File: config.mk
export PLATFORM = sky130hd
export DESIGN_NAME = cfg_cmd_regbank
export DESIGN_NICKNAME = d
export VERILOG_FILES = /design/src/rtl/regbank_pkg.sv /design/src/rtl/cmd_decoder.sv /design/src/rtl/cfg_store.sv /design/src/rtl/readback_capture.sv /design/src/rtl/cfg_cmd_regbank.sv
export SDC_FILE = /design/constraint.sdc
export NUM_CORES = 1
export LEC_CHECK = 0
export ABC_CLOCK_PERIOD_IN_PS = 1760
export CORE_ASPECT_RATIO = 1.2
export CORE_MARGIN = 5
export CORE_UTILIZATION = 64
export DETAILED_ROUTE_END_ITERATION = 16
export DONT_BUFFER_PORTS = 1
export PLACE_DENSITY = 0.83
export SYNTH_ARGS = -nofsm -noshare
export SYNTH_HDL_FRONTEND = slang
export SYNTH_SLANG_ARGS = --single-unit
File: constraint.sdc
create_clock -name clk -period 1.76 [get_ports clk]
set_input_delay 0.44 -clock clk [delete_from_list [all_inputs] [get_ports clk]]
set_output_delay 0.44 -clock clk [all_outputs]
set_load 0.01 [all_outputs]
File: src/rtl/regbank_pkg.sv
package regbank_pkg;
  localparam int HOST_AW = 32;
  localparam int HOST_DW = 8;
  localparam int OFS_W   = 5;
  localparam logic [HOST_AW-1:0] CMD_ADDR = 32'h0000_0000;
  localparam logic [HOST_AW-1:0] CFG_BASE = 32'h1000_0000;

  // Offsets that the read mux and the gap clamp depend on
  localparam int NUM_RW_BYTES = 12;     // offsets 0x01..0x0C
  localparam int OFS_GAP_HI   = 'h0B;
  localparam int OFS_RCOUNT   = 'h0D;
  localparam int OFS_RDATA_HI = 'h0E;
  localparam int OFS_RDATA_LO = 'h0F;
  localparam int OFS_MODE     = 'h10;
  localparam logic [15:0] GAP_RESET = 16'h0014;

  // Command codes, index = pulse bit
  localparam int NUM_CMDS = 4;
  localparam int CMD_SYSRST = 0;
  localparam int CMD_BCAST  = 1;
  localparam int CMD_RWRITE = 2;
  localparam int CMD_RREAD  = 3;
  localparam logic [7:0] CMD_CODES [NUM_CMDS] = '{8'hFF, 8'h50, 8'h9C, 8'h4E};
endpackage

File: src/rtl/cmd_decoder.sv
module cmd_decoder
  import regbank_pkg::*;
(
  input  logic                clk,
  input  logic                rst_n,
  input  logic                cmd_we,
  input  logic [HOST_DW-1:0]  cmd_code,
  output logic [NUM_CMDS-1:0] hit,
  output logic [NUM_CMDS-1:0] pulse_q
);
  for (genvar i = 0; i < NUM_CMDS; i++) begin : g_code
    assign hit[i] = cmd_we && (cmd_code == CMD_CODES[i]);
  end

  always_ff @(posedge clk or negedge rst_n) begin
    if (!rst_n) pulse_q <= '0;
    else        pulse_q <= hit;
  end
endmodule

File: src/rtl/cfg_store.sv
module cfg_store
  import regbank_pkg::*;
#(
  parameter int NBYTES  = NUM_RW_BYTES,
  parameter int GAP_HI  = OFS_GAP_HI,
  parameter int MODE_AT = OFS_MODE,
  parameter logic [15:0] GAP_RV = GAP_RESET
) (
  input  logic                clk,
  input  logic                rst_n,
  input  logic                clr,
  input  logic                we,
  input  logic [OFS_W-1:0]    ofs,
  input  logic [HOST_DW-1:0]  wdata,
  output logic [NBYTES*8-1:0] bytes_q,
  output logic [1:0]          mode_q
);
  localparam int GAP_LO = GAP_HI + 1;

  logic        gap_hit;
  logic [15:0] gap_cur, gap_mrg, gap_fix;

  assign gap_hit = we && (ofs == OFS_W'(GAP_HI) || ofs == OFS_W'(GAP_LO));
  assign gap_cur = {bytes_q[(GAP_HI-1)*8 +: 8], bytes_q[(GAP_LO-1)*8 +: 8]};

  always_comb begin
    gap_mrg = (ofs == OFS_W'(GAP_HI)) ? {wdata, gap_cur[7:0]} : {gap_cur[15:8], wdata};
    gap_fix = (gap_mrg == 16'h0000) ? 16'h0001 : gap_mrg;
  end

  for (genvar i = 0; i < NBYTES; i++) begin : g_byte
    localparam int  OFS   = i + 1;
    localparam bit  IS_HI = (OFS == GAP_HI);
    localparam bit  IS_LO = (OFS == GAP_LO);
    localparam logic [7:0] RV = IS_HI ? GAP_RV[15:8] : (IS_LO ? GAP_RV[7:0] : 8'h00);
    logic [7:0] q;
    always_ff @(posedge clk or negedge rst_n) begin
      if (!rst_n)                q <= RV;
      else if (clr)              q <= RV;
      else if (IS_HI && gap_hit) q <= gap_fix[15:8];
      else if (IS_LO && gap_hit) q <= gap_fix[7:0];
      else if (we && ofs == OFS_W'(OFS)) q <= wdata;
    end
    assign bytes_q[i*8 +: 8] = q;
  end

  always_ff @(posedge clk or negedge rst_n) begin
    if (!rst_n)                            mode_q <= '0;
    else if (clr)                          mode_q <= '0;
    else if (we && ofs == OFS_W'(MODE_AT)) mode_q <= wdata[1:0];
  end
endmodule

File: src/rtl/readback_capture.sv
module readback_capture #(
  parameter int CNT_W = 8,
  parameter int RD_W  = 16
) (
  input  logic             clk,
  input  logic             rst_n,
  input  logic             clr,
  input  logic             rb_valid,
  input  logic [RD_W-1:0]  rb_data,
  output logic [CNT_W-1:0] count_q,
  output logic [RD_W-1:0]  data_q
);
  always_ff @(posedge clk or negedge rst_n) begin
    if (!rst_n) begin
      count_q <= '0;
      data_q  <= '0;
    end else if (clr) begin
      count_q <= '0;
      data_q  <= '0;
    end else if (rb_valid) begin
      count_q <= count_q + 1'b1;
      data_q  <= rb_data;
    end
  end
endmodule

File: src/rtl/cfg_cmd_regbank.sv
module cfg_cmd_regbank
  import regbank_pkg::*;
(
  input  logic               clk,
  input  logic               rst_n,
  input  logic [HOST_AW-1:0] host_addr,
  input  logic               host_wr,
  input  logic               host_rd,
  input  logic [HOST_DW-1:0] host_wdata,
  output logic [HOST_DW-1:0] host_rdata,
  input  logic               rb_valid,
  input  logic [15:0]        rb_data,
  output logic [7:0]         chip_id,
  output logic [15:0]        remote_addr,
  output logic [15:0]        remote_wdata,
  output logic [7:0]         bcast_opcode,
  output logic [15:0]        trig_delay,
  output logic [15:0]        trig_gap,
  output logic               int_trig_sel,
  output logic               frame_sample_en,
  output logic               sysrst_pulse,
  output logic               bcast_pulse,
  output logic               rwrite_pulse,
  output logic               rread_pulse
);
  localparam int NB = NUM_RW_BYTES;

  logic                is_cmd, is_cfg, soft_clr;
  logic [OFS_W-1:0]    ofs;
  logic [NUM_CMDS-1:0] cmd_hit, cmd_pulse;
  logic [NB*8-1:0]     cfg_bytes;
  logic [1:0]          mode_bits;
  logic [7:0]          rd_count;
  logic [15:0]         rd_value;
  logic [HOST_DW-1:0]  rd_mux;

  assign is_cmd   = (host_addr == CMD_ADDR);
  assign is_cfg   = (host_addr[HOST_AW-1:OFS_W] == CFG_BASE[HOST_AW-1:OFS_W]);
  assign ofs      = host_addr[OFS_W-1:0];
  assign soft_clr = cmd_hit[CMD_SYSRST];

  cmd_decoder u_dec (
    .clk(clk), .rst_n(rst_n), .cmd_we(host_wr && is_cmd), .cmd_code(host_wdata),
    .hit(cmd_hit), .pulse_q(cmd_pulse)
  );

  cfg_store #(.NBYTES(NB)) u_store (
    .clk(clk), .rst_n(rst_n), .clr(soft_clr), .we(host_wr && is_cfg), .ofs(ofs),
    .wdata(host_wdata), .bytes_q(cfg_bytes), .mode_q(mode_bits)
  );

  readback_capture #(.CNT_W(8), .RD_W(16)) u_rb (
    .clk(clk), .rst_n(rst_n), .clr(soft_clr), .rb_valid(rb_valid), .rb_data(rb_data),
    .count_q(rd_count), .data_q(rd_value)
  );

  // Byte i of cfg_bytes holds offset i+1; 16-bit fields are big-endian
  assign chip_id         = cfg_bytes[0*8 +: 8];
  assign remote_addr     = {cfg_bytes[1*8 +: 8], cfg_bytes[2*8 +: 8]};
  assign remote_wdata    = {cfg_bytes[3*8 +: 8], cfg_bytes[4*8 +: 8]};
  assign bcast_opcode    = cfg_bytes[5*8 +: 8];
  assign trig_delay      = {cfg_bytes[6*8 +: 8], cfg_bytes[7*8 +: 8]};
  assign trig_gap        = {cfg_bytes[(OFS_GAP_HI-1)*8 +: 8], cfg_bytes[OFS_GAP_HI*8 +: 8]};
  assign int_trig_sel    = mode_bits[1];
  assign frame_sample_en = mode_bits[0];

  assign sysrst_pulse = cmd_pulse[CMD_SYSRST];
  assign bcast_pulse  = cmd_pulse[CMD_BCAST];
  assign rwrite_pulse = cmd_pulse[CMD_RWRITE];
  assign rread_pulse  = cmd_pulse[CMD_RREAD];

  always_comb begin
    rd_mux = '0;
    if (is_cfg) begin
      if (ofs >= OFS_W'(1) && ofs <= OFS_W'(NB))
        rd_mux = cfg_bytes[(int'(ofs) - 1)*8 +: 8];
      else if (ofs == OFS_W'(OFS_RCOUNT))   rd_mux = rd_count;
      else if (ofs == OFS_W'(OFS_RDATA_HI)) rd_mux = rd_value[15:8];
      else if (ofs == OFS_W'(OFS_RDATA_LO)) rd_mux = rd_value[7:0];
      else if (ofs == OFS_W'(OFS_MODE))     rd_mux = {6'b0, mode_bits};
    end
  end

  always_ff @(posedge clk or negedge rst_n) begin
    if (!rst_n)       host_rdata <= '0;
    else if (host_rd) host_rdata <= rd_mux;
  end
endmodule

==> impl_metrics.json <==
{
  "clock_path_buffers": 2,
  "wl_um": 22300,
  "io_buffer_count": 0,
  "async_flop_share": 1.00,
  "drt_iter0_markers": 610,
  "worstSetupPathType": "in2reg",
  "yosysTopAreaCell": "dfrtp_1",
  "fin_ws_ns": 0.0120,
  "hpwl_um": 14500,
  "final_net_count": 750,
  "layout_min_cycle_time_ns": 1.75,
  "dieWidth_um": 109,
  "synth.area.top_cells": "dfrtp_1 44%, mux2i_1 13%, buf_4 8.3%",
  "cts.sinks": 134,
  "required_ns": 2.05,
  "max_freq_mhz": 572,
  "wl_met3_um": 2600,
  "first_pass_iters": 5,
  "hold-worst-slack_ns": -0.291,
  "area_growth_pct": 13.6,
  "endpoint": "host_rdata[6]",
  "grt_max_degree": 135,
  "clk_latency_ns": 0.42,
  "dieArea_um2": 14000,
  "p_leak_nw": 4.24,
  "violations": "hold timing",
  "netlist_instances": 696,
  "rrSetupSlack_ns": 0.03,
  "met1_length_um": 7820,
  "maxCapViolations": 0,
  "cp_max_fo": 18,
  "dr_wl_met2_um": 10700,
  "htree_levels": 4,
  "top_layer": "met4",
  "max_slew_margin": 0.661,
  "timing.final.hold_violations": 134,
  "synth.avg_cell_area_um2": 10.8,
  "critical_path.reg2reg.endpoint": "host_rdata[2]",
  "slew_viol_final": 0,
  "min_path_type": "in2async",
  "drcViolationCount": 0,
  "grtUsageTotal": 0.326,
  "yosysTopAreaCellShare": 0.440,
  "ant_nets": 0,
  "reg2reg_depth": 4,
  "synth_area_um2": 7500,
  "cts_tree": "built",
  "ir_drop_uv": 596,
  "cp-start-kind": "input port",
  "root_buffer": "clkbuf_16",
  "dieHeight_um": 129,
  "routedWlPerCell_um": 26.2,
  "num_vias": 5745,
  "critPathLaunch": "host_addr[1]",
  "setup_viol": 0,
  "grt_overflow": 0,
  "power.density_nw_per_um2": 867,
  "vias_per_cell": 6.74,
  "tightest_slew_ns": 0.502,
  "arrival_ns": 2.04,
  "clk_pin_slew_ns": 0.06,
  "reg2reg_from": "u_store.g_byte[2].q[2]",
  "core_um2": 11500,
  "postSynthNetCount": 763,
  "synth_warnings": 0,
  "cts_buffers": 17,
  "first_global_vias": 5949,
  "synth-seq-cells": 134,
  "drive_gt1_frac": 0.276,
  "diodes": 0,
  "io_pins": 155,
  "synth.distinct_cells": 49,
  "crit_path_end_kind": "flip-flop",
  "min_period_over_period": 0.993,
  "synth_edf_count": 0,
  "setup_tns_ns": 0,
  "place_inst": 813,
  "gp_congestion": 0.954,
  "finClkSkew_ns": 0.00971,
  "preCtsSetupSlack_ns": -0.395,
  "synth_flop_cell": "dfrtp_1",
  "rows": 43,
  "floorplan.initialDensity": 0.651,
  "grt_pass1_wl_um": 34300,
  "antenna_found_initial": 0,
  "ys_seq_area_frac": 0.447,
  "outcome": "finished with violations",
  "instances_no_fill": 853
}
==> cell families after synthesis <==
kind of cell,synth area share
multiplexers,0.218
flip-flops,0.447
buffers and inverters,0.108
AND/OR/NAND/NOR,0.145
XOR/XNOR,0.00934
AO/OA/AOI/OAI,0.0624
adder cells (fa/ha/maj),0.0100
==> layer usage <==
metal / vias up / GRT usage
li1: 2377 / -
met1: 2862 / 0.391
met2: 412 / 0.511
met3: 94 / 0.113
met4: 0 / 0.190
met5: - / 0
==> final cells by class <==
type	instances	area [um^2]
fillers	721	2990
flip-flops and latches	134	3360
multi-input cells	431	3610
repair buffers	89	717
clock inverters	11	123
inverters	10	45.0
well taps	157	196
clock buffers	21	470
==> power breakdown <==
group	switching (mW)	internal, mW	total (mW)
Combinational	0.241	0.257	0.498
Sequential	0.119	3.20	3.32
Clock	1.37	2.20	3.57
Total	1.73	5.66	7.39
==> Yosys cell counts, types with 2 or more instances <==
master and n:
a22o_1 13, nand4b_1 2, nand2_1 10, nor3b_1 2
o211ai_1 3, buf_2 5, nor2b_1 8, buf_1 3
nand3_1 14, dfstp_2 2, xnor2_1 3, ha_1 6
nor4bb_1 3, and4_1 2, and2_1 2, nand2b_1 6
mux4_2 24, xor2_1 5, clkbuf_1 30, nand4_2 2
nand4_1 6, nor3_1 13, nor4_2 2, o221ai_1 2
dfrtp_1 132, buf_4 83, a21oi_1 17, nor2_1 120
a32oi_1 8, nor3_2 2, and3_1 2, a22oi_1 10
and4b_1 2, inv_1 9, mux2i_1 99, mux2_2 9
nor4_1 12, o21ai_0 12
==> worst min path at each step <==
stage,to,cells past startpoint,slack (ns),from
after global routing,u_rb.data_q[15],0,-0.30,rst_n
final,u_store.g_byte[6].q[4],0,-0.29,rst_n
after detailed placement,u_dec.pulse_q[3],0,0.15,rst_n
after CTS,u_store.g_byte[6].q[4],0,-0.30,rst_n
after floorplan,host_rdata[0],0,0.14,rst_n
after global placement,u_dec.pulse_q[2],0,0.15,rst_n
==> worst max-delay path, stage by stage <==
cell	delay, ns
inv_1	0.06
ha_4	0.44
buf_4	0.17
mux4_2	0.28
mux2_2	0.28
a22oi_1	0.26
o21ai_1	0.11
==> stage by stage <==
step                instance area, um^2  power, mW   util
CTS                                8370       7.36  0.727
global route                       8520       7.60  0.740
finish                             8520       7.39  0.740
global placement                   7760       3.77  0.674
floorplan                          7800       3.77      -
detailed placement                 7760       3.81  0.674
==> cell usage in the layout (no fill, tap or decap), types with 6 or more instances in the layout <==
master / n
nand3_1: 13
buf_4: 83
mux2i_1: 98
mux2_2: 7
a22oi_1: 8
nor2_1: 120
a22o_1: 13
nor4_4: 10
clkbuf_16: 17
nand2_1: 9
inv_1: 8
a32oi_1: 8
nor2b_1: 8
nor3_1: 13
a21oi_1: 17
o21ai_1: 7
dfrtp_1: 129
nand4_1: 6
mux4_2: 24
==> registers in the layout (all words and copies together), names as in the netlist <==
| signal | count |
|---|---|
| u_rb.data_q | 16 |
| u_dec.pulse_q | 4 |
| u_store.g_byte.q | 96 |
| host_rdata | 8 |
| u_store.mode_q | 2 |
| u_rb.count_q | 8 |
==> what timing repair did <==
action                                  CTS  global route
hold endpoints to repair                134           134
pin swaps                                 0             6
endpoints found under the setup margin    9           105
buffers inserted                          0             8
gates resized for setup                   4            21
Note: power is estimated with default switching activity, not from simulation.
